## src/rtl/sci_baud_pkg.sv

```systemverilog
package sci_baud_pkg;

    typedef enum logic [0:0] {
        ST_ARM = 1'b0,
        ST_RUN = 1'b1
    } gen_state_e;

    localparam int PRE_CNT_W = 4;

    // Terminal count (ratio minus one) for each prescale code.
    function automatic logic [PRE_CNT_W-1:0] prescale_last(input logic [1:0] code);
        logic [PRE_CNT_W-1:0] r;
        unique case (code)
            2'b00:   r = PRE_CNT_W'(0);
            2'b01:   r = PRE_CNT_W'(2);
            2'b10:   r = PRE_CNT_W'(3);
            default: r = PRE_CNT_W'(12);
        endcase
        return r;
    endfunction

endpackage

```

## src/rtl/baud_prescaler.sv

```systemverilog
module baud_prescaler #(
    parameter int CNT_W = 4
) (
    input  logic             clk,
    input  logic             clear,
    input  logic             step,
    input  logic [CNT_W-1:0] last,
    output logic             wrap
);
    logic [CNT_W-1:0] cnt_q;

    assign wrap = step && (cnt_q == last);

    always_ff @(posedge clk) begin
        if (clear)
            cnt_q <= '0;
        else if (wrap)
            cnt_q <= '0;
        else if (step)
            cnt_q <= cnt_q + 1'b1;
    end
endmodule

```

## src/rtl/baud_pow2_stage.sv

```systemverilog
module baud_pow2_stage #(
    parameter int SEL_W = 3
) (
    input  logic             clk,
    input  logic             clear,
    input  logic             step,
    input  logic [SEL_W-1:0] sel,
    output logic             wrap
);
    localparam int CNT_W = (1 << SEL_W) - 1;

    logic [CNT_W-1:0] cnt_q;
    logic [CNT_W-1:0] mask;

    // A thermometer mask of sel ones gives the terminal count 2^sel - 1.
    for (genvar i = 0; i < CNT_W; i++) begin : g_mask
        assign mask[i] = (int'(sel) > i);
    end

    assign wrap = step && (cnt_q == mask);

    always_ff @(posedge clk) begin
        if (clear)
            cnt_q <= '0;
        else if (wrap)
            cnt_q <= '0;
        else if (step)
            cnt_q <= cnt_q + 1'b1;
    end
endmodule

```

## src/rtl/baud_os_counter.sv

```systemverilog
module baud_os_counter #(
    parameter int FACTOR = 16
) (
    input  logic clk,
    input  logic clear,
    input  logic step,
    output logic wrap
);
    localparam int W = (FACTOR > 1) ? $clog2(FACTOR) : 1;

    logic [W-1:0] cnt_q;

    assign wrap = step && (cnt_q == W'(FACTOR - 1));

    always_ff @(posedge clk) begin
        if (clear)
            cnt_q <= '0;
        else if (wrap)
            cnt_q <= '0;
        else if (step)
            cnt_q <= cnt_q + 1'b1;
    end
endmodule

```

## src/rtl/sci_baud_gen.sv

```systemverilog
module sci_baud_gen
    import sci_baud_pkg::*;
#(
    parameter int                 REG_W      = 8,
    parameter int                 PRE_LSB    = 4,
    parameter int                 SEL_LSB    = 0,
    parameter int                 SEL_W      = 3,
    parameter int                 OS_FACTOR  = 16,
    parameter logic [REG_W-1:0]   BOOT_VALUE = 8'h33
) (
    input  logic             clk,
    input  logic             rst,
    input  logic             boot_mode,
    input  logic             bus_ce,
    input  logic             baud_wr,
    input  logic [REG_W-1:0] baud_wdata,
    output logic [REG_W-1:0] baud_q,
    output logic             os_tick,
    output logic             bit_tick
);
    gen_state_e state_q, state_d;

    logic [REG_W-1:0]     reg_q;
    logic                 clear;
    logic                 step;
    logic                 pre_wrap;
    logic                 pow_wrap;
    logic                 os_wrap;
    logic [1:0]           pre_code;
    logic [SEL_W-1:0]     sel;

    // Rate register
    always_ff @(posedge clk) begin
        if (rst)
            reg_q <= boot_mode ? BOOT_VALUE : '0;
        else if (baud_wr)
            reg_q <= baud_wdata;
    end

    assign baud_q   = reg_q;
    assign pre_code = reg_q[PRE_LSB +: 2];
    assign sel      = reg_q[SEL_LSB +: SEL_W];

    // Sequencer: state register
    always_ff @(posedge clk) begin
        if (rst)
            state_q <= ST_ARM;
        else
            state_q <= state_d;
    end

    // Sequencer: next state
    always_comb begin
        state_d = state_q;
        unique case (state_q)
            ST_ARM:  state_d = ST_RUN;                        // arm_done
            ST_RUN:  state_d = baud_wr ? ST_ARM : ST_RUN;     // restart
            default: state_d = ST_ARM;
        endcase
        if (baud_wr)
            state_d = ST_ARM;                                 // restart
    end

    // Sequencer: counter control
    always_comb begin
        clear = 1'b1;
        step  = 1'b0;
        unique case (state_q)
            ST_ARM: begin
                clear = 1'b1;
                step  = 1'b0;
            end
            ST_RUN: begin
                clear = rst || baud_wr;
                step  = bus_ce && !rst && !baud_wr;
            end
            default: begin
                clear = 1'b1;
                step  = 1'b0;
            end
        endcase
    end

    baud_prescaler #(.CNT_W(PRE_CNT_W)) u_pre (
        .clk   (clk),
        .clear (clear),
        .step  (step),
        .last  (prescale_last(pre_code)),
        .wrap  (pre_wrap)
    );

    baud_pow2_stage #(.SEL_W(SEL_W)) u_pow (
        .clk   (clk),
        .clear (clear),
        .step  (pre_wrap),
        .sel   (sel),
        .wrap  (pow_wrap)
    );

    baud_os_counter #(.FACTOR(OS_FACTOR)) u_os (
        .clk   (clk),
        .clear (clear),
        .step  (pow_wrap),
        .wrap  (os_wrap)
    );

    // Outputs
    always_comb begin
        os_tick  = pow_wrap;
        bit_tick = os_wrap;
    end
endmodule

```

## config.mk

```make
export PLATFORM = sky130hd
export DESIGN_NAME = sci_baud_gen
export DESIGN_NICKNAME = d
export VERILOG_FILES = /design/src/rtl/sci_baud_pkg.sv /design/src/rtl/baud_prescaler.sv /design/src/rtl/baud_pow2_stage.sv /design/src/rtl/baud_os_counter.sv /design/src/rtl/sci_baud_gen.sv
export SDC_FILE = /design/constraint.sdc
export NUM_CORES = 1
export LEC_CHECK = 0
export CAP_MARGIN = 20
export CORE_MARGIN = 5
export CORE_UTILIZATION = 45
export CTS_CLUSTER_DIAMETER = 40
export DETAILED_ROUTE_END_ITERATION = 10
export GPL_TIMING_DRIVEN = 0
export PLACE_DENSITY = 0.73
export SYNTH_ARGS = -nofsm -noshare
export SYNTH_HDL_FRONTEND = slang
export SYNTH_SLANG_ARGS = --single-unit
```

## constraint.sdc

```tcl
create_clock -name clk -period 2.7 [get_ports clk]
set_input_delay 0.54 -clock clk [delete_from_list [all_inputs] [get_ports clk]]
set_output_delay 0.54 -clock clk [all_outputs]
set_load 0.01 [all_outputs]
```

=== Word-level counts from Yosys, hierarchy flattened ===
Cells that the tools add are included.

* Add/subtract/negate cells: 3
* Mux-type cells: 7
* $lt $le $gt $ge: 7
* Bitwise operators: 1
* Equal/unequal tests: 5
* Reduce and logical (&&, ||, !) cells: 13

{| class="wikitable"
|+ Operator list
! operator !! count
|-
| 8-bit two-way mux || 2
|-
| 4-bit one-hot mux with 3 select lines || 1
|-
| 3-bit greater-than comparator (second input constant) || 3
|-
| 4-bit by 1-bit adder with 4-bit output (second input constant) || 2
|-
| 7-bit by 1-bit adder with 7-bit output (second input constant) || 1
|-
| 7-bit == test || 1
|-
| 3-bit by 1-bit greater-than comparator with 1-bit output (second input constant) || 2
|-
| 3-bit by 2-bit greater-than comparator with 1-bit output (second input constant) || 2
|-
| 6-bit two-way mux || 1
|-
| 2-bit OR reduction || 3
|-
| 1-bit logical AND || 5
|-
| 4-bit == test || 1
|-
| 4-bit == test (second input constant) || 1
|-
| 1-bit one-hot mux with 2 select lines || 2
|-
| 2-bit by 1-bit == test with 1-bit output (second input constant) || 1
|-
| 2-bit == test (second input constant) || 1
|-
| 1-bit zero test || 2
|-
| 2-bit zero test || 1
|-
| 2-bit nonzero test || 1
|-
| 1-bit logical OR || 1
|-
| 1-bit two-way mux || 1
|-
| 1-bit NOT || 1
|}

* Word-level logic and storage cells: 41
* Output and inout bits: 10
* Register bits: 24

=== Longest topological paths before layout ===
* Depth in word-level cells: 8
* Gate-level depth with buffers: 8
* Mapped depth without buffers: 7

=== Hierarchy ===
A second synthesis with hierarchy kept.

* Cell total of the unflattened synthesis: 124
* Area, all modules: 1360.1 um^2

{| class="wikitable"
|+ By module, submodules not included
! module !! times used !! cells an instance !! area each (um^2)
|-
| baud_pow2_stage || 1 || 56 || 521.8
|-
| sci_baud_gen || 1 || 26 || 426.7
|-
| baud_prescaler || 1 || 25 || 237.7
|-
| baud_os_counter || 1 || 17 || 173.9
|}

=== Worst setup path before layout ===
Ideal clock, no wire load.

* Kind: register to output
* From: register reg_q[5], in the netlist baud_q[5]
* To: output bit_tick
* Setup slack: 0.141 ns
* Data arrival time: 2.019 ns
* Cell stages (with the launch flop): 7
* Data required time: 2.160 ns
* Path buffers: 1
* Cell sequence: edfxtp_1 -> ha_1 -> xor2_1 -> o2111ai_2 -> or2_1 -> buf_2 -> nor4_1

* Word-level cells in the longest chain between the ends: 6
* Elaborated cells on any way between the ends: 8
* Classes of those cells: eq/ne (3); mux (1); reduce/logical (4)

{| class="wikitable"
|+ Ends and longest elaborated chain
! item !! line !! RTL
|-
| from (decl) || sci_baud_gen.sv:23 || <nowiki>logic [REG_W-1:0] reg_q;</nowiki>
|-
| from (signal assigned) || sci_baud_gen.sv:35 || <nowiki>reg_q <= boot_mode ? BOOT_VALUE : '0;</nowiki>
|-
| from (signal assigned) || sci_baud_gen.sv:37 || <nowiki>reg_q <= baud_wdata;</nowiki>
|-
| 2-bit == test (tied with other cells) || sci_baud_pkg.sv:13 || <nowiki>unique case (code)</nowiki>
|-
| 4-bit one-hot mux with 3 select lines (*) || sci_baud_pkg.sv:13 ||
|-
| 4-bit == test (*) || baud_prescaler.sv:12 || <nowiki>assign wrap = step && (cnt_q == last);</nowiki>
|-
| 1-bit logical AND (*) || baud_prescaler.sv:12 ||
|-
| 1-bit logical AND (*) || baud_pow2_stage.sv:20 || <nowiki>assign wrap = step && (cnt_q == mask);</nowiki>
|-
| 1-bit logical AND (*) || baud_os_counter.sv:13 || <nowiki>assign wrap = step && (cnt_q == W'(FACTOR - 1));</nowiki>
|-
| to (decl) || sci_baud_gen.sv:19 || <nowiki>output logic bit_tick</nowiki>
|}

Mark *: on every way between the ends. The rest lies on a longest branch, timed or not.

=== Final worst setup path ===
* From: register reg_q[5], in the netlist baud_q[5]
* To: output os_tick

* Word-level cells in the longest chain between the ends: 5
* Elaborated cells on any way between the ends: 7
* Classes of those cells: eq/ne (3); mux (1); reduce/logical (3)

{| class="wikitable"
|+ Ends and longest elaborated chain
! item !! line !! RTL
|-
| 2-bit == test (tied with other cells) || sci_baud_pkg.sv:13 ||
|-
| 4-bit one-hot mux with 3 select lines (*) || sci_baud_pkg.sv:13 ||
|-
| 4-bit == test (*) || baud_prescaler.sv:12 ||
|-
| 1-bit logical AND (*) || baud_prescaler.sv:12 ||
|-
| 1-bit logical AND (*) || baud_pow2_stage.sv:20 ||
|-
| to (decl) || sci_baud_gen.sv:18 || <nowiki>output logic os_tick,</nowiki>
|}

Marked as above.

==> metrics.md <==
| Metric | Value |
|---|---|
| Outcome | `finished clean` |
| Core region area | `2810 sq um` |
| Seq pwr share | `~50%` |
| Dpl cell area | `approximately 1600 sq um` |
| Post-Route WL | `between 2 and 3 mm` |
| Worst reg2reg startpoint | `baud_q[5]$_DFFE_PP_` |
| Layout cells sized above 1 | `between 15 and 20%` |
| Pre-antenna DRT Iters | `4` |
| Hold Fails Final Rpt | `0` |
| CP Class | `flip-flop to primary output` |
| Largest net degree at the start of global routing | `15` |
| Vias | `between 1000 and 1500` |
| Post-synthesis sequential area ratio | `a little over two fifths` |
| Critical Path Max Stage Delay | `approximately 440 ps` |
| Startpoint Class | `flip-flop` |
| Worst-margin pin slew | `between 600 and 700 ps` |
| RSZ-0062 raised after global routing | `true` |
| Top_reg_cell synth | `dfxtp_1` |
| Worst Hold Slack | `~500 ps` |
| Avg Cell Area, Syn | `roughly 9 sq um` |
| Sw Pwr | `roughly 190 uW` |
| Arrival @ worst endpoint | `2120 ps` |
| WP data required | `2160 ps` |
| Final Cell Area | `about 1700 sq um` |
| Top Ports | `23` |
| Clk sinks | `24` |
| Sw frac | `around a quarter` |
| TNS Setup | `0 ps` |
| H-tree depth | `1` |
| GP Congestion | `0.775` |
| CTS tree | `done` |
| Detailed Place HPWL | `between 2 and 2.5 mm` |
| Post-route ant nets | `0` |
| Syn Inst Count | `approximately 150` |
| Max-Cap Viols | `0` |
| Worst-path cell chain | `ha_1 -> xor2_1 -> o2111ai_2 -> or2_1 -> buf_6 -> nor3_4 -> buf_2` |
| Worst setup margin | `about 39 ps` |
| Mapped Nets | `between 150 and 200` |
| Worst IR Drop VDD | `between 0.4 and 0.5 mV` |
| First-pass GRT wire length | `4.86 mm` |
| Reg2reg path depth | `8` |
| Port buffer count | `21` |
| Pwr per Cell Area | `about 460 nW/um^2` |
| Layout net count | `around 200` |
| Vias in the first global route | `about 1100` |
| Worst skew pair latency | `320 ps` |
| Crit path launch | `baud_q[5]$_DFFE_PP_` |
| Synthesis-stage register bit count | `24` |
| Final worst path period need | `about 2700 ps` |
| DIE AREA | `about 4200 sq um` |
| Comb power frac | `between 10% and 20%` |
| P&R area growth vs syn | `30.7%` |
| DIE WIDTH | `64.5 microns` |
| Lkg Pwr | `approximately 0.62 nW` |
| Slew headroom | `between 50% and 60%` |
| Post-Syn Area | `approximately 1300 sq um` |
| Wirelength per Cell | `~14 microns` |
| Fmax | `between 0.3 and 0.4 GHz` |
| Initial antenna violation count | `0` |
| Reg2reg setup slack | `490 ps` |
| Worst R2R End | `u_os.cnt_q[2]$_SDFFE_PP0P_` |
| Pint | `about 600 uW` |
| Overall routing resource usage | `around 15%` |
| Distinct cell type count after synthesis | `43` |
| Vert. Die Dim | `between 60 and 70 microns` |
| Row count | `19` |
| Clock slew at the register clock pins of the worst setup and hold paths | `between 100 and 150 ps` |
| Longest Clk Path Bufs | `2` |
| Period utilization | `98.6%` |
| Remaining Overflow, GRT | `0` |
| Max FO, Critical Path | `4` |
| Number of synthesized flops with an enable pin | `8` |
| Commonest non-fill, non-tap cell in the layout | `nand2_1` |
| Setup violations, final | `0` |
| Vias per cell | `5.60` |
| CP endpoint kind | `primary output` |
| Most frequent cells in the layout | `nand2_1, clkdlybuf4s50_1, dfxtp_1` |
| Setup Skew | `about 5 ps` |
| Ys async rst share | `0%` |
| Hold EP | `u_os.cnt_q[1]$_SDFFE_PP0P_` |
| Hold depth | `2` |
| DP Worst Slack | `-489 ps` |
| Critical-path top delay cell | `edfxtp_1` |
| Worst hold path startpoint | `u_os.cnt_q[1]$_SDFFE_PP0P_` |
| Final Slew Violations | `0` |
| Clock root cell | `clkbuf_4` |
| CTS Buf Count | `3` |
| HP Class | `flip-flop to flip-flop` |
| Diode count | `0` |
| Clk pwr share | `about a third` |
| Synth warn | `0` |
| Initial DRC Count | `27` |
| Post-route DRC violation count | `0` |
| Initial core utilization | `approximately 48%` |
synthesized netlist by cell type (2+ instances only):
cell type  count  area, sq um
o21ai_0        8         40.0
inv_1          9         33.8
nor2b_1        6         37.5
nor2_1         7         26.3
or2_1          2         12.5
ha_1           5         62.6
clkbuf_1       3         11.3
nor3_1         8         40.0
o22ai_1        2         12.5
edfxtp_1       8          240
nand2_1       20         75.1
nand2b_1       2         12.5
nand3_1        4         20.0
xnor2_1        5         43.8
xor2_1         3         26.3
a21oi_1        5         25.0
dfxtp_1       16          320
mux2i_1        4         40.0
nand4_1        2         12.5
nor4_1         5         31.3
power groups by stage:
stage / sequential, mW / clock [mW] / combinational (mW)
after global routing: 0.402 / 0.286 / 0.154
after CTS: 0.399 / 0.266 / 0.136
after detailed placement: 0.408 / 0 / 0.118
after global placement: 0.408 / 0 / 0.114
after floorplan: 0.412 / 0 / 0.0595
final: 0.399 / 0.263 / 0.143
through the flow:
step / util, % / instances / total power [mW]
2_1_floorplan: - / 147 / 0.472
3_3_place_gp: 56.5 / 199 / 0.522
3_5_place_dp: 56.5 / 199 / 0.526
4_1_cts: 60.8 / 212 / 0.800
5_1_grt: 62.2 / 213 / 0.842
6_report: 62.2 / 213 / 0.806
how the worst max path moves through the flow:
| stage | endpoint | slack (ps) | cells past startpoint |
|---|---|---|---|
| 3_5_place_dp | os_tick | -490 | 7 |
| 5_1_grt | bit_tick | -90 | 8 |
| 2_1_floorplan | bit_tick | 140 | 6 |
| 3_3_place_gp | os_tick | -440 | 7 |
| 4_1_cts | os_tick | 10 | 7 |
| 6_report | os_tick | 40 | 7 |
logic make-up (layout without fill, tap and decap cells):
| family | count (synthesis) | after routing | synth area share [%] |
|---|---|---|---|
| mux | 4 | 4 | 3.00 |
| xor+xnor | 8 | 8 | 5.25 |
| compound gates | 25 | 25 | 13.0 |
| simple gates | 67 | 67 | 27.5 |
| buf+inv | 14 | 49 | 4.59 |
| fa+ha+maj | 5 | 5 | 4.69 |
| flops | 24 | 24 | 42.0 |
what timing repair did:
item,in CTS,in global routing
hold buffers,0,0
buffers inserted,9,1
pin swaps,6,3
endpoints found under the hold margin,0,0
setup endpoints to repair,2,2
resized for setup,12,4
flip-flops by register name, summed over array words and instances, names as in the netlist:
name	count
baud_q	8
state_q	1
u_os.cnt_q	4
u_pow.cnt_q	7
u_pre.cnt_q	4
critical path: cells and delay by family, from the launching register on:
| kind | cells | cell delay, ps |
|---|---|---|
| AOI/OAI and AO/OA | 1 | 170 |
| buffers and inverters | 2 | 300 |
| and+or+nand+nor | 2 | 400 |
| xor gates and xnor gates | 1 | 180 |
| DFF | 1 | 440 |
| adders and majority gates | 1 | 310 |
metal layers:
layer,wire [microns],vias up,track usage (%)
li1,-,594,-
met3,129,4,4.66
met2,1520,19,26.8
met4,37,0,4.22
met5,0,-,0
met1,1240,576,16.0
area by class of cell:
type / instances / area (sq um)
inverter: 9 / 33.8
clock buffer: 3 / 22.5
timing repair buffer: 31 / 275
sequential: 24 / 561
multi-input combinational: 109 / 751
tap: 31 / 38.8
clock inverter: 1 / 30.0
fill: 238 / 1060
buffer: 5 / 33.8
(Power assumes the default switching activity.)
